--- src/rtl/dcm_pkg.sv ---
package dcm_pkg;
  typedef enum logic [3:0] {
    CMD_NOP  = 4'd0,
    CMD_BST  = 4'd1,
    CMD_RD   = 4'd2,
    CMD_RDA  = 4'd3,
    CMD_WR   = 4'd4,
    CMD_WRA  = 4'd5,
    CMD_ACT  = 4'd6,
    CMD_PRE  = 4'd7,
    CMD_PALL = 4'd8,
    CMD_MRS  = 4'd9,
    CMD_SUSP = 4'd10,
    CMD_UNK  = 4'd11
  } cmd_e;

  localparam int VIOL_W      = 3;
  localparam int V_CLOSED    = 0;
  localparam int V_DOUBLEACT = 1;
  localparam int V_BUSYMODE  = 2;

  function automatic logic is_access(input cmd_e c);
    return (c == CMD_RD) || (c == CMD_RDA) || (c == CMD_WR) || (c == CMD_WRA);
  endfunction
endpackage

--- src/rtl/dcm_decode.sv ---
module dcm_decode
  import dcm_pkg::*;
(
  input  logic cke_q,
  input  logic cs_n,
  input  logic ras_n,
  input  logic cas_n,
  input  logic we_n,
  input  logic ap,
  output cmd_e cmd
);
  always_comb begin
    cmd = CMD_NOP;
    if (!cke_q) begin
      cmd = CMD_SUSP;
    end else if (!cs_n) begin
      unique case ({ras_n, cas_n, we_n})
        3'b111: cmd = CMD_NOP;
        3'b110: cmd = CMD_BST;
        3'b101: cmd = ap ? CMD_RDA : CMD_RD;
        3'b100: cmd = ap ? CMD_WRA : CMD_WR;
        3'b011: cmd = CMD_ACT;
        3'b010: cmd = ap ? CMD_PALL : CMD_PRE;
        3'b000: cmd = CMD_MRS;
        default: cmd = CMD_UNK;
      endcase
    end
  end
endmodule

--- src/rtl/dcm_bank.sv ---
module dcm_bank
  import dcm_pkg::*;
#(
  parameter int ROW_W = 11
) (
  input  logic             clk,
  input  logic             rst_n,
  input  logic             hit,
  input  cmd_e             cmd,
  input  logic [ROW_W-1:0] row_in,
  output logic             is_open,
  output logic [ROW_W-1:0] row
);
  logic             open_n;
  logic             pend_q;
  logic             pend_n;
  logic [ROW_W-1:0] row_n;
  logic             row_en;

  always_comb begin
    open_n = is_open;
    pend_n = 1'b0;
    row_n  = row;
    row_en = 1'b0;
    if (pend_q) open_n = 1'b0;
    unique case (cmd)
      CMD_ACT: if (hit && !is_open) begin
        open_n = 1'b1;
        row_n  = row_in;
        row_en = 1'b1;
      end
      CMD_RDA, CMD_WRA: if (hit && is_open && !pend_q) pend_n = 1'b1;
      CMD_PRE: if (hit) open_n = 1'b0;
      CMD_PALL: open_n = 1'b0;
      default: ;
    endcase
  end

  always_ff @(posedge clk or negedge rst_n) begin
    if (!rst_n) begin
      is_open <= 1'b0;
      pend_q  <= 1'b0;
      row     <= '0;
    end else begin
      is_open <= open_n;
      pend_q  <= pend_n;
      if (row_en) row <= row_n;
    end
  end
endmodule

--- src/rtl/dcm_viol.sv ---
module dcm_viol
  import dcm_pkg::*;
#(
  parameter int CNT_W = 8
) (
  input  logic              clk,
  input  logic              rst_n,
  input  logic              clr,
  input  logic [VIOL_W-1:0] new_viol,
  output logic [VIOL_W-1:0] flags,
  output logic [CNT_W-1:0]  cnt
);
  localparam logic [CNT_W-1:0] CNT_MAX = {CNT_W{1'b1}};

  logic [VIOL_W-1:0] flags_n;
  logic [CNT_W-1:0]  cnt_n;
  logic [CNT_W-1:0]  cnt_base;

  always_comb begin
    flags_n  = (clr ? '0 : flags) | new_viol;
    cnt_base = clr ? '0 : cnt;
    cnt_n    = cnt_base;
    if ((|new_viol) && (cnt_base != CNT_MAX)) cnt_n = cnt_base + 1'b1;
  end

  always_ff @(posedge clk or negedge rst_n) begin
    if (!rst_n) begin
      flags <= '0;
      cnt   <= '0;
    end else begin
      flags <= flags_n;
      cnt   <= cnt_n;
    end
  end
endmodule

--- src/rtl/dram_cmd_monitor.sv ---
module dram_cmd_monitor
  import dcm_pkg::*;
#(
  parameter int NBANK = 2,
  parameter int ROW_W = 11,
  parameter int COL_W = 8,
  parameter int CNT_W = 8,
  localparam int BA_W = (NBANK > 1) ? $clog2(NBANK) : 1,
  localparam int AP_BIT = ROW_W - 1
) (
  input  logic                   clk,
  input  logic                   rst_n,
  input  logic                   cke,
  input  logic                   cs_n,
  input  logic                   ras_n,
  input  logic                   cas_n,
  input  logic                   we_n,
  input  logic [BA_W-1:0]        ba,
  input  logic [ROW_W-1:0]       addr,
  input  logic                   clr_viol,
  output logic [3:0]             cmd_code,
  output logic [NBANK-1:0]       bank_open,
  output logic [NBANK*ROW_W-1:0] open_rows,
  output logic [COL_W-1:0]       last_col,
  output logic [ROW_W-1:0]       mode_val,
  output logic [VIOL_W-1:0]      viol_flags,
  output logic [CNT_W-1:0]       err_cnt
);
  // reset: asynchronous assert, synchronous release
  logic [1:0] rst_sync;
  logic       rst_core_n;

  always_ff @(posedge clk or negedge rst_n) begin
    if (!rst_n) rst_sync <= 2'b00;
    else        rst_sync <= {rst_sync[0], 1'b1};
  end
  assign rst_core_n = rst_sync[1];

  logic cke_q;
  cmd_e cmd;

  dcm_decode u_dec (
    .cke_q (cke_q),
    .cs_n  (cs_n),
    .ras_n (ras_n),
    .cas_n (cas_n),
    .we_n  (we_n),
    .ap    (addr[AP_BIT]),
    .cmd   (cmd)
  );

  for (genvar b = 0; b < NBANK; b++) begin : g_bank
    dcm_bank #(.ROW_W(ROW_W)) u_bank (
      .clk     (clk),
      .rst_n   (rst_core_n),
      .hit     (ba == BA_W'(b)),
      .cmd     (cmd),
      .row_in  (addr),
      .is_open (bank_open[b]),
      .row     (open_rows[b*ROW_W +: ROW_W])
    );
  end

  logic [VIOL_W-1:0] new_viol;
  logic              tgt_open;

  always_comb begin
    tgt_open = bank_open[ba];
    new_viol = '0;
    new_viol[V_CLOSED]    = is_access(cmd) && !tgt_open;
    new_viol[V_DOUBLEACT] = (cmd == CMD_ACT) && tgt_open;
    new_viol[V_BUSYMODE]  = (cmd == CMD_MRS) && (|bank_open);
  end

  dcm_viol #(.CNT_W(CNT_W)) u_viol (
    .clk      (clk),
    .rst_n    (rst_core_n),
    .clr      (clr_viol),
    .new_viol (new_viol),
    .flags    (viol_flags),
    .cnt      (err_cnt)
  );

  logic mode_en;
  logic col_en;

  always_comb begin
    mode_en = (cmd == CMD_MRS) && !(|bank_open);
    col_en  = is_access(cmd);
  end

  always_ff @(posedge clk or negedge rst_core_n) begin
    if (!rst_core_n) begin
      cke_q    <= 1'b0;
      cmd_code <= 4'(CMD_NOP);
      mode_val <= '0;
      last_col <= '0;
    end else begin
      cke_q    <= cke;
      cmd_code <= 4'(cmd);
      if (mode_en) mode_val <= addr;
      if (col_en)  last_col <= addr[COL_W-1:0];
    end
  end
endmodule

--- config.mk ---
export PLATFORM = sky130hd
export DESIGN_NAME = dram_cmd_monitor
export DESIGN_NICKNAME = d
export VERILOG_FILES = /design/src/rtl/dcm_pkg.sv /design/src/rtl/dcm_decode.sv /design/src/rtl/dcm_bank.sv /design/src/rtl/dcm_viol.sv /design/src/rtl/dram_cmd_monitor.sv
export SDC_FILE = /design/constraint.sdc
export NUM_CORES = 1
export LEC_CHECK = 0
export ABC_AREA = 1
export BUFFER_PORTS_ARGS = -buffer_cell sky130_fd_sc_hd__clkbuf_2
export CORE_MARGIN = 2
export CORE_UTILIZATION = 50
export CTS_BUF_LIST = sky130_fd_sc_hd__clkbuf_8
export CTS_CLUSTER_DIAMETER = 40
export DETAILED_ROUTE_END_ITERATION = 6
export GPL_TIMING_DRIVEN = 0
export PLACE_DENSITY = 0.83
export SYNTH_ARGS = -nofsm -noshare
export SYNTH_HDL_FRONTEND = slang
export SYNTH_HIERARCHICAL = 1
export SYNTH_SLANG_ARGS = --single-unit
--- constraint.sdc ---
create_clock -name clk -period 2.6 [get_ports clk]
set_clock_uncertainty 0.2 [all_clocks]
set_input_delay 0.26 -clock clk [delete_from_list [all_inputs] [get_ports clk]]
set_output_delay 0.26 -clock clk [all_outputs]
set_load 0.05 [all_outputs]
==> out/results.tsv, run 1 <==
metric	value	unit
number of buffers on the longest clock path	2	
unrepaired setup endpoints after global routing	no	
GRT Total Usage	0.222	
post-route setup slack	0.190	ns
WP data arrival	2.43	ns
total negative slack	0	ns
pin count of the biggest net entering global routing	35	
Max Clk Rate	415	MHz
number of warning messages in the yosys log	6	
number of maximum-capacitance constraint violations	0	
# H-tree levels	3	
final number of hold-violating endpoints	0	
nets in the synthesized netlist	379	
Clock Pin Slew Worst Setup and Hold Paths	0.08	ns
Yosys reg bits	63	
sequential element share of the synthesized area	0.502	
crit path time final	2.41	ns
part of the power in registers	0.393	
number of DRC violations after detailed-routing iteration 0	100	
final count of negative-setup-slack endpoints	0	
core area	0.00599	sq mm
placer's final routability congestion estimate	0.833	
remaining global-route overflow	0	
largest cells by area after synthesis	dfrtp_1 (50%), nand2_1 (15%), nand4_1 (8.6%)	
count of vias placed by the detailed router	2757	
layout cells sized above 1	0.365	
Cells after DPL	512	
antenna diode count	0	
largest fanout on the critical path	11	
biggest area consumer among synthesized cells	dfrtp_1	
Total Routed Length	7.32	mm
transition at the pin with the smallest max-transition slack	0.627	ns
Area Overhead vs Synth	24.2	%
post-route cell area	0.00390	sq mm
critical setup path kind	register to register	
max-slew headroom at the worst pin	0.582	
synthesized area per cell	8.75	sq um
DRC violation count after routing	0	
detail-routed net length per standard cell	13.8	um
NumNets Final	470	
share of the clock period used by the worst path	0.927	
dpl ws	-0.291	ns
cell internal pwr	1890	uW
FF-to-FF path depth	11	
post-synthesis instance total	359	
Final ANT Viol Nets	0	
proportion of power drawn by combinational gates	0.297	
count of distinct cell types in the synthesized netlist	28	
power density of the placed cells	793	mW/mm^2
count of TritonRoute iterations in the first routing pass	4	
post-CTS setup buffer count	0	
Final Non-Filler Cells	530	
via count normalized by instance count	5.20	
TritonCTS clock tree	yes	
leak pwr	0.00218	uW
final design utilization	0.651	
initial antenna violation count	0	
Peak supply drop	0.522	mV
Post-Syn Area	0.00314	sq mm
Clk Tree Root Cell	clkbuf_8	
Clock Power Share	0.310	
Die W	83.3	um
switching power	1210	uW
Startpoint Class	register	
chip height	83.3	um
number of buffers created by CTS	9	
via count of the first global-routing pass	2735	
endpoint type of the worst setup path	register	
result of the run	completed	
number of buffers added on ports	77	
number of primary I/O pins	78	
switching fraction of total power	0.391	
data required time of the worst path	2.62	ns
starting density of the core	0.525	
post-detailed-placement cell area	0.00364	sq mm
share of the synthesized area in the top cell type	0.502	
first-pass GRT wire length	12.4	mm
fin. max-slew vios	0	
cell depth of the worst min-delay path	3	
class of the worst hold path	input port to register	
clock insertion delay at the later pin of the skew report	0.33	ns
die footprint	0.00694	sq mm
total half-perimeter wirelength after legalization and detailed placement	5.45	mm
count of clock tree sinks	63	
total number of placement rows	28	
[repair_timing]
item / in CTS / in global routing
setup endpoints to repair: 8 / 0
hold buffers: 2 / 0
resized for setup: 2 / 0
endpoints found under the hold margin: 3 / 0
[worst max-delay path, cell delays in order (launching register included)]
cell and delay, ns:
dfrtp_1 0.36, nand2_1 0.11, a21oi_2 0.49, inv_1 0.17, nand2_4 0.17, nand3_4 0.14, nor2b_2 0.18, nor3_2 0.08
inv_2 0.13, nand2_1 0.07, o21bai_1 0.13, nand2_1 0.07
[sequential cells by signal, summed over array words and instances, names as in the netlist]
register	flops
g_bank.u_bank/row	22
mode_val	11
last_col	8
u_viol/cnt	8
cmd_code	4
u_viol/flags	3
g_bank.u_bank/is_open	2
g_bank.u_bank/pend_q	2
rst_sync	2
cke_q	1
[cells in the mapped netlist]
cell type and count:
nand2_1 126, dfrtp_1 63, nand4_1 43, inv_1 19, nand2_2 17, nor2_1 14
inv_2 12, nand3_1 12, buf_6 8, o21ai_0 6, nand3_2 5, nand3_4 4
nor2_2 4, buf_4 3, nand2_4 3, nor2_4 3, nor3_2 3, a21oi_1 2
buf_2 2, inv_4 2, a21oi_2 1, conb_1 1, nor2_8 1, nor2b_2 1
nor3_1 1, o21bai_1 1, xnor2_1 1, xor2_1 1
[through the flow]
step                      hold WS, ns  total power (uW)
final                          0.0148              3100
after global routing           0.0156              3250
after detailed placement       -0.151              2150
after floorplan                -0.236              1910
after CTS                     0.00123              3120
after global placement         -0.153              2130
[final timing paths]
path,end,start,slack [ns]
setup / recovery,u_viol/cnt[4]$_DFF_PN0_,cke_q$_DFF_PN0_,0.19
min in group asynchronous,rst_sync[1]$_DFF_PN0_,rst_n,0.03
hold reg to reg,last_col[0]$_DFFE_PN0P_,rst_sync[1]$_DFF_PN0_,0.09
max in group asynchronous,g_bank[0].u_bank/row[4]$_DFFE_PN0P_,rst_sync[1]$_DFF_PN0_,1.51
setup reg to reg,u_viol/cnt[4]$_DFF_PN0_,cke_q$_DFF_PN0_,0.19
hold / removal,mode_val[9]$_DFFE_PN0P_,addr[9],0.01
[cell type report]
type,count,area [sq um]
clock inverters,6,93.8
multi-input cells,250,1320
clock buffers,10,138
inverters,33,129
fillers,512,2090
plain buffers,13,123
flip-flops and latches,63,1580
repair buffers,80,425
well taps,75,93.8
[cell usage in the layout (no fill, tap or decap), drive strengths merged, types with 2 or more instances in the layout]
| master | instances |
|---|---|
| clkbuf | 87 |
| a21oi | 3 |
| nor2 | 22 |
| o21ai | 6 |
| dlygate4sd3 | 2 |
| inv | 33 |
| dfrtp | 63 |
| buf | 14 |
| nand3 | 21 |
| bufinv | 2 |
| clkinv | 3 |
| nor3 | 4 |
| nand2 | 146 |
| nand4 | 43 |
[per-layer routing]
metal | wire (um) | global-route usage | share of wire | vias up
met5 | 0 | 0 | 0 | -
met4 | 192 | 0.116 | 0.026 | 0
met1 | 3180 | 0.279 | 0.44 | 1290
li1 | - | - | - | 1353
met3 | 455 | 0.0427 | 0.062 | 17
met2 | 3480 | 0.365 | 0.48 | 97
[logic make-up after synthesis]
family | after synthesis | share of synthesized area
buffers and inverters | 46 | 0.0800
XOR/XNOR | 2 | 0.00557
flip-flops | 63 | 0.502
other | 1 | 0.00119
AND/OR/NAND/NOR | 237 | 0.394
AO/OA/AOI/OAI | 10 | 0.0179
[power by group through the flow]
stage	Sequential, uW	Combinational, uW	Clock (uW)
floorplan	1690	218	0
global placement	1240	894	0
detailed placement	1230	920	0
CTS	1220	927	980
global route	1230	978	1030
finish	1220	920	961
(Power assumes the default switching activity.)
==> inputs of run 2 (changes only) <==
ABC_AREA = not set   (was 1)
PLACE_DENSITY = 0.84   (was 0.83)
==> run 2 against run 1 <==
  * First-iteration DRC count is 46% lower
  * Global-route usage fell by 2.3 points
  * Cell count down 31%
  * Combinational power is 7.3% higher
  * Final area fell by 8.0%
  * Die area down 10%
  * Wire length is 24% lower
  * Sequential cell count did not move
  * Worst setup slack got worse by 0.083 ns
==> out/results.tsv, run 2 <==
metric	value	unit	change
transition at the pin with the smallest max-transition slack	0.568	ns	-0.0594 ns
count of vias placed by the detailed router	1860		-33%
antenna diode count	0		unchanged
via count of the first global-routing pass	1861		-32%
die footprint	0.00623	sq mm	-10%
nets in the synthesized netlist	212		-44%
initial antenna violation count	0		unchanged
first-pass GRT wire length	9.28	mm	-25%
TritonCTS clock tree	yes		
most common cell after layout, fill and taps aside	clkbuf_2		
Die W	78.9	um	-5.2%
total negative slack	0	ns	unchanged
leak pwr	0.00188	uW	-14%
Final ANT Viol Nets	0		unchanged
part of the power in registers	0.416		+0.023
Post-Syn Area	0.00281	sq mm	-11%
number of warning messages in the yosys log	6		unchanged
critical setup path kind	register to register		
total half-perimeter wirelength after legalization and detailed placement	3.92	mm	-28%
number of buffers on the longest clock path	2		unchanged
switching power	1140	uW	-5.6%
starting density of the core	0.513		-0.0118
Clock Pin Slew Worst Setup and Hold Paths	0.07	ns	about the same
tightest hold margin	0.0109	ns	-0.00388 ns
total number of placement rows	27		-3.6%
number of flops mapped to enable cells by yosys	0		unchanged
core area	0.00547	sq mm	-8.6%
via count normalized by instance count	5.05		-2.8%
detail-routed net length per standard cell	15.0	um	+9.0%
share of the clock period used by the worst path	0.959		+0.0319
share of the synthesized area in the top cell type	0.562		+0.0602
count of distinct cell types in the synthesized netlist	42		+50%
data required time of the worst path	2.62	ns	about the same
final count of negative-setup-slack endpoints	0		unchanged
crit path time final	2.49	ns	+0.0830 ns
Post-synth top flop	dfrtp_1		
number of primary I/O pins	78		unchanged
class of the worst hold path	input port to register		
number of buffers created by CTS	9		unchanged
Yosys reg bits	63		unchanged
post-synthesis instance total	192		-47%
cell internal pwr	1820	uW	-3.7%
largest fanout on the critical path	11		unchanged
DRC violation count after routing	0		unchanged
result of the run	completed		
placer's final routability congestion estimate	0.722		-13%
most used standard cells in the synthesized netlist	dfrtp_1 (63), mux2_4 (29), mux2_2 (13)		
switching fraction of total power	0.386		-0.00468
Peak supply drop	0.513	mV	-1.7%
post-detailed-placement cell area	0.00330	sq mm	-9.3%
Clk Tree Root Cell	clkbuf_8		
Max Clk Rate	401	MHz	-3.3%
largest register by flop count	g_bank.u_bank/row		
max-slew headroom at the worst pin	0.622		+0.0396
unrepaired setup endpoints after global routing	no		
count of TritonRoute iterations in the first routing pass	4		unchanged
chip height	78.9	um	-5.2%
library cell with the highest instance count after synthesis	dfrtp_1		
biggest area consumer among synthesized cells	dfrtp_1		
number of buffers added on ports	77		unchanged
largest registers in the final layout	g_bank.u_bank/row x22, mode_val x11		
dpl ws	-0.415	ns	-0.124 ns
number of maximum-capacitance constraint violations	0		unchanged
WP data arrival	2.51	ns	+0.08 ns
NumNets Final	311		-34%
commonest non-fill, non-tap cells in the layout	clkbuf_2 (77), dfrtp_1 (62), mux2_4 (29), mux2_2 (13), clkbuf_8 (11)		
power density of the placed cells	825	mW/mm^2	+3.9%
remaining global-route overflow	0		unchanged
# H-tree levels	3		unchanged
number of DRC violations after detailed-routing iteration 0	54		-46%
count of clock tree sinks	63		unchanged
proportion of power drawn by combinational gates	0.333		+0.036
Clock Power Share	0.251		-0.059
sequential element share of the synthesized area	0.562		+0.0602
synthesized area per cell	14.6	sq um	+67%
final number of hold-violating endpoints	0		unchanged
post-route cell area	0.00359	sq mm	-8.0%
post-route setup slack	0.107	ns	-0.0830 ns
endpoint type of the worst setup path	register		
GRT Total Usage	0.199		-0.0233
clock insertion delay at the later pin of the skew report	0.33	ns	about the same
max reg flops	22		unchanged
fin. max-slew vios	0		unchanged
pin count of the biggest net entering global routing	38		+8.6%
Startpoint Class	register		
largest cells by area after synthesis	dfrtp_1 (56%), mux2_4 (16%), mux2_2 (5.2%)		
Area Overhead vs Synth	27.9	%	
fraction of synthesis flops using an asynchronous set or reset pin	1.00		unchanged
Total Routed Length	5.53	mm	-24%
layout cells sized above 1	0.527		+0.162
[run 2: changes by cell type in the layout (fill, tap and decap cells not counted), sizes merged, moves of 6 or more]
| cell | change |
|---|---|
| buf | -9 |
| nand2 | -140 |
| nor2 | -15 |
| nand3 | -16 |
| nand4 | -42 |
| mux2 | +42 |
| nand2b | +6 |
| dlygate4sd3 | +7 |
| inv | -26 |
[run 2: cells by family (layout without fill, tap and decap cells)]
group,count (synthesis),after routing,share of synthesized area
DFF,63,63,0.562
and+or+nand+nor,51,51,0.129
muxes,45,45,0.218
AOI/OAI and AO/OA,19,19,0.0571
buffers and inverters,9,113,0.0201
xor gates and xnor gates,4,4,0.0125
other,1,1,0.00134
[run 2: repair_timing]
action	CTS	global route
setup endpoints to repair	26	5
hold endpoints to repair	17	0
hold buffers	9	0
resized for setup	3	0
setup buffers	0	1
[run 2: worst max-delay path: stages, from the launching register on]
cell,delay (ns)
dfrtp_1,0.39
nor2b_1,0.16
o311a_1,0.24
or4bb_1,0.55
nor2_1,0.18
or3_1,0.23
o311ai_4,0.13
mux2_4,0.31
[run 2: worst paths after layout]
| check | start | endpoint | slack, ns | cells after the start |
|---|---|---|---|---|
| max | cke_q$_DFF_PN0_ | u_viol/cnt[1]$_DFF_PN0_ | 0.11 | 7 |
| min | addr[5] | g_bank[0].u_bank/row[5]$_DFFE_PN0P_ | 0.01 | 2 |
| max reg2reg | cke_q$_DFF_PN0_ | u_viol/cnt[1]$_DFF_PN0_ | 0.11 | 7 |
| min reg2reg | rst_sync[1]$_DFF_PN0_ | u_viol/flags[1]$_DFF_PN0_ | 0.06 | 0 |
| max in group asynchronous | rst_sync[1]$_DFF_PN0_ | last_col[0]$_DFFE_PN0P_ | 1.56 | 1 |
| min in group asynchronous | rst_n | rst_sync[0]$_DFF_PN0_ | 0.04 | 2 |
[run 2: cell type report]
| class | instances | area (sq um) |
|---|---|---|
| Inverter | 6 | 22.5 |
| Clock inverter | 5 | 23.8 |
| Multi-Input combinational cell | 120 | 1190 |
| Clock buffer | 11 | 151 |
| Fill cell | 426 | 1880 |
| Timing Repair Buffer | 88 | 503 |
| Sequential cell | 63 | 1580 |
| Buffer | 3 | 33.8 |
| Tap cell | 72 | 90.1 |
[run 2: metrics by stage]
step | total power [uW] | util | instances
2_1_floorplan | 1990 | - | 192
3_3_place_gp | 2200 | 0.600 | 341
3_5_place_dp | 2230 | 0.604 | 342
4_1_cts | 2990 | 0.654 | 367
5_1_grt | 3100 | 0.656 | 368
6_report | 2960 | 0.656 | 368
[run 2: power by group through the flow]
stage | sequential [uW] | combinational, uW | clock [uW]
detailed placement | 1250 | 978 | 0
finish | 1230 | 987 | 742
global route | 1250 | 1030 | 812
CTS | 1230 | 993 | 765
global placement | 1250 | 950 | 0
floorplan | 1760 | 232 | 0
[run 2: layer usage]
layer	share of wire	vias to the layer above	track usage
met5	0	-	0
met4	0.015	0	0.0724
met3	0.068	9	0.0750
met2	0.46	63	0.304
met1	0.45	896	0.261
li1	-	892	-
==> inputs of run 3 (changes only) <==
PLACE_DENSITY = 0.77   (was 0.84)
==> run 3 against run 2 <==
  * Cell count fell by 0.27%
  * Final area rose by 1.6%
  * Utilization rose by 1.0 points
  * Largest power group unchanged
==> out/results.tsv, run 3 (same netlist as run 2, synthesis figures left out) <==
metric	value	unit	change
worst-case register-to-register setup slack	0.15	ns	+0.04 ns
Clk Tree Root Cell	clkbuf_8		
placer's final routability congestion estimate	0.817		+13%
fin. max-slew vios	0		unchanged
Filler cells	434		+1.9%
count of vias placed by the detailed router	1889		+1.6%
DRC violation count after routing	0		unchanged
detail-routed net length per standard cell	15.4	um	+2.2%
final design utilization	0.666		+0.0103
most common cell after layout, fill and taps aside	clkbuf_2		
Startpoint Class	register		
core area	0.00547	sq mm	unchanged
remaining global-route overflow	0		unchanged
commonest non-fill, non-tap cells in the layout	clkbuf_2 (77), dfrtp_1 (62), mux2_4 (29), mux2_2 (13), clkbuf_8 (9)		
largest registers in the final layout	g_bank.u_bank/row x22, mode_val x11		
starting density of the core	0.513		unchanged
via count of the first global-routing pass	1812		-2.6%
total negative slack	0	ns	unchanged
NumNets Final	310		-0.32%
final number of hold-violating endpoints	0		unchanged
layout cells sized above 1	0.542		+0.0153
max reg flops	22		unchanged
critical setup path kind	register to register		
destination of the worst register-to-register timing path	u_viol/cnt[1]$_DFF_PN0_		
leak pwr	0.00190	uW	+0.99%
final count of negative-setup-slack endpoints	0		unchanged
FF-to-FF path depth	7		unchanged
total half-perimeter wirelength after legalization and detailed placement	3.82	mm	-2.6%
first-pass GRT wire length	8.98	mm	-3.2%
total number of placement rows	27		unchanged
count of clock tree sinks	63		unchanged
flip-flop and latch area	0.00158	sq mm	unchanged
die footprint	0.00623	sq mm	unchanged
share of the clock period used by the worst path	0.944		-0.0152
endpoint type of the worst setup path	register		
chip height	78.9	um	unchanged
initial antenna violation count	0		unchanged
Area Overhead vs Synth	29.9	%	
number of DRC violations after detailed-routing iteration 0	56		+3.7%
result of the run	completed		
power density of the placed cells	884	mW/mm^2	+7.2%
via count normalized by instance count	5.15		+1.8%
number of maximum-capacitance constraint violations	0		unchanged
crit path time final	2.45	ns	-0.0395 ns
count of TritonRoute iterations in the first routing pass	4		unchanged
startpoint of the most critical register-to-register path	cke_q$_DFF_PN0_		
overall power of the completed layout	3220	uW	+8.8%
number of buffers created by CTS	9		unchanged
Clock Pin Slew Worst Setup and Hold Paths	0.07	ns	about the same
Critical-path top delay cell	or4bb_1		
Total Routed Length	5.64	mm	+1.9%
TritonCTS clock tree	yes		
GRT Total Usage	0.188		-0.0109
number of buffers added on ports	77		unchanged
class of the worst hold path	register to async pin		
unrepaired setup endpoints after global routing	no		
Die W	78.9	um	unchanged
# H-tree levels	3		unchanged
clock insertion delay at the later pin of the skew report	0.33	ns	about the same
cell breakdown of the critical path	nor2b_2 -> o311a_2 -> or4bb_1 -> nor2_2 -> or3_1 -> o311ai_4 -> mux2_4		
number of buffers on the longest clock path	2		unchanged
Peak supply drop	0.456	mV	-11%
WP data arrival	2.47	ns	-0.04 ns
Max Clk Rate	408	MHz	+1.6%
largest fanout on the critical path	11		unchanged
largest register by flop count	g_bank.u_bank/row		
data required time of the worst path	2.62	ns	about the same
delay of the slowest cell on the worst path	0.55	ns	about the same
Multi-input gate area	0.00120	sq mm	+1.3%
antenna diode count	0		unchanged
number of primary I/O pins	78		unchanged
Final ANT Viol Nets	0		unchanged
pin count of the biggest net entering global routing	43		+13%
[run 3: cell types whose count changed in the layout (fill, tap and decap cells not counted), sizes merged]
cell	change
bufinv	+3
clkbuf	-2
clkinv	-1
dlygate4sd3	-2
nor2b	+1
[run 3: stage by stage]
stage / setup WS, ns / instance area [sq um] / hold slack (ns) / cells
after floorplan: 0.0500 / 2810 / -0.236 / 192
after detailed placement: -0.436 / 3300 / -0.154 / 342
after global routing: 0.00393 / 3640 / 0.0119 / 367
after global placement: -0.424 / 3280 / -0.154 / 341
final: 0.147 / 3640 / 0.0164 / 367
after CTS: 0.0458 / 3620 / 0.00151 / 365
[run 3: cell type report]
class,instances,area share
Buffer,3,0.00927
Clock buffer,9,0.0340
Clock inverter,7,0.0309
Inverter,6,0.00618
Multi-Input combinational cell,121,0.330
Sequential cell,63,0.433
Tap cell,72,0.0247
Timing Repair Buffer,86,0.133
[run 3: worst max-delay path: cells and delay by family, from the launching register on]
kind	cells	cell delay (ns)
compound gates	2	0.33
flops	1	0.39
simple gates	4	1.12
mux	1	0.31
[run 3: power breakdown]
group	switching (uW)	internal (uW)	leakage [uW]
clock network	370	632	0.000124
registers	102	1130	0.000810
logic	691	298	0.000963
[run 3: worst max-delay path by stage]
stage	startpoint	endpoint	slack, ns	cells after the start
floorplan	cke_q$_DFF_PN0_	u_viol/cnt[1]$_DFF_PN0_	0.05	7
CTS	cke_q$_DFF_PN0_	u_viol/cnt[1]$_DFF_PN0_	0.05	7
finish	cke_q$_DFF_PN0_	u_viol/cnt[1]$_DFF_PN0_	0.15	7
global route	cke_q$_DFF_PN0_	u_viol/cnt[6]$_DFF_PN0_	0.004	8
detailed placement	cas_n	u_viol/cnt[1]$_DFF_PN0_	-0.44	10
global placement	cas_n	u_viol/cnt[1]$_DFF_PN0_	-0.42	10
[run 3: routing by layer]
layer / up-vias / wire length (um) / track usage
li1: 884 / - / -
met1: 939 / 2650 / 0.253
met2: 56 / 2650 / 0.297
met3: 10 / 258 / 0.0386
met4: 0 / 86 / 0.0828
met5: - / 0 / 0
[run 3: repair_timing]
item | CTS | global route
resized for setup | 3 | 3
cloned | 0 | 1
endpoints found under the hold margin | 15 | 0
pin swaps | 0 | 1
setup buffers | 0 | 1
hold buffers | 7 | 0
setup endpoints to repair | 26 | 5
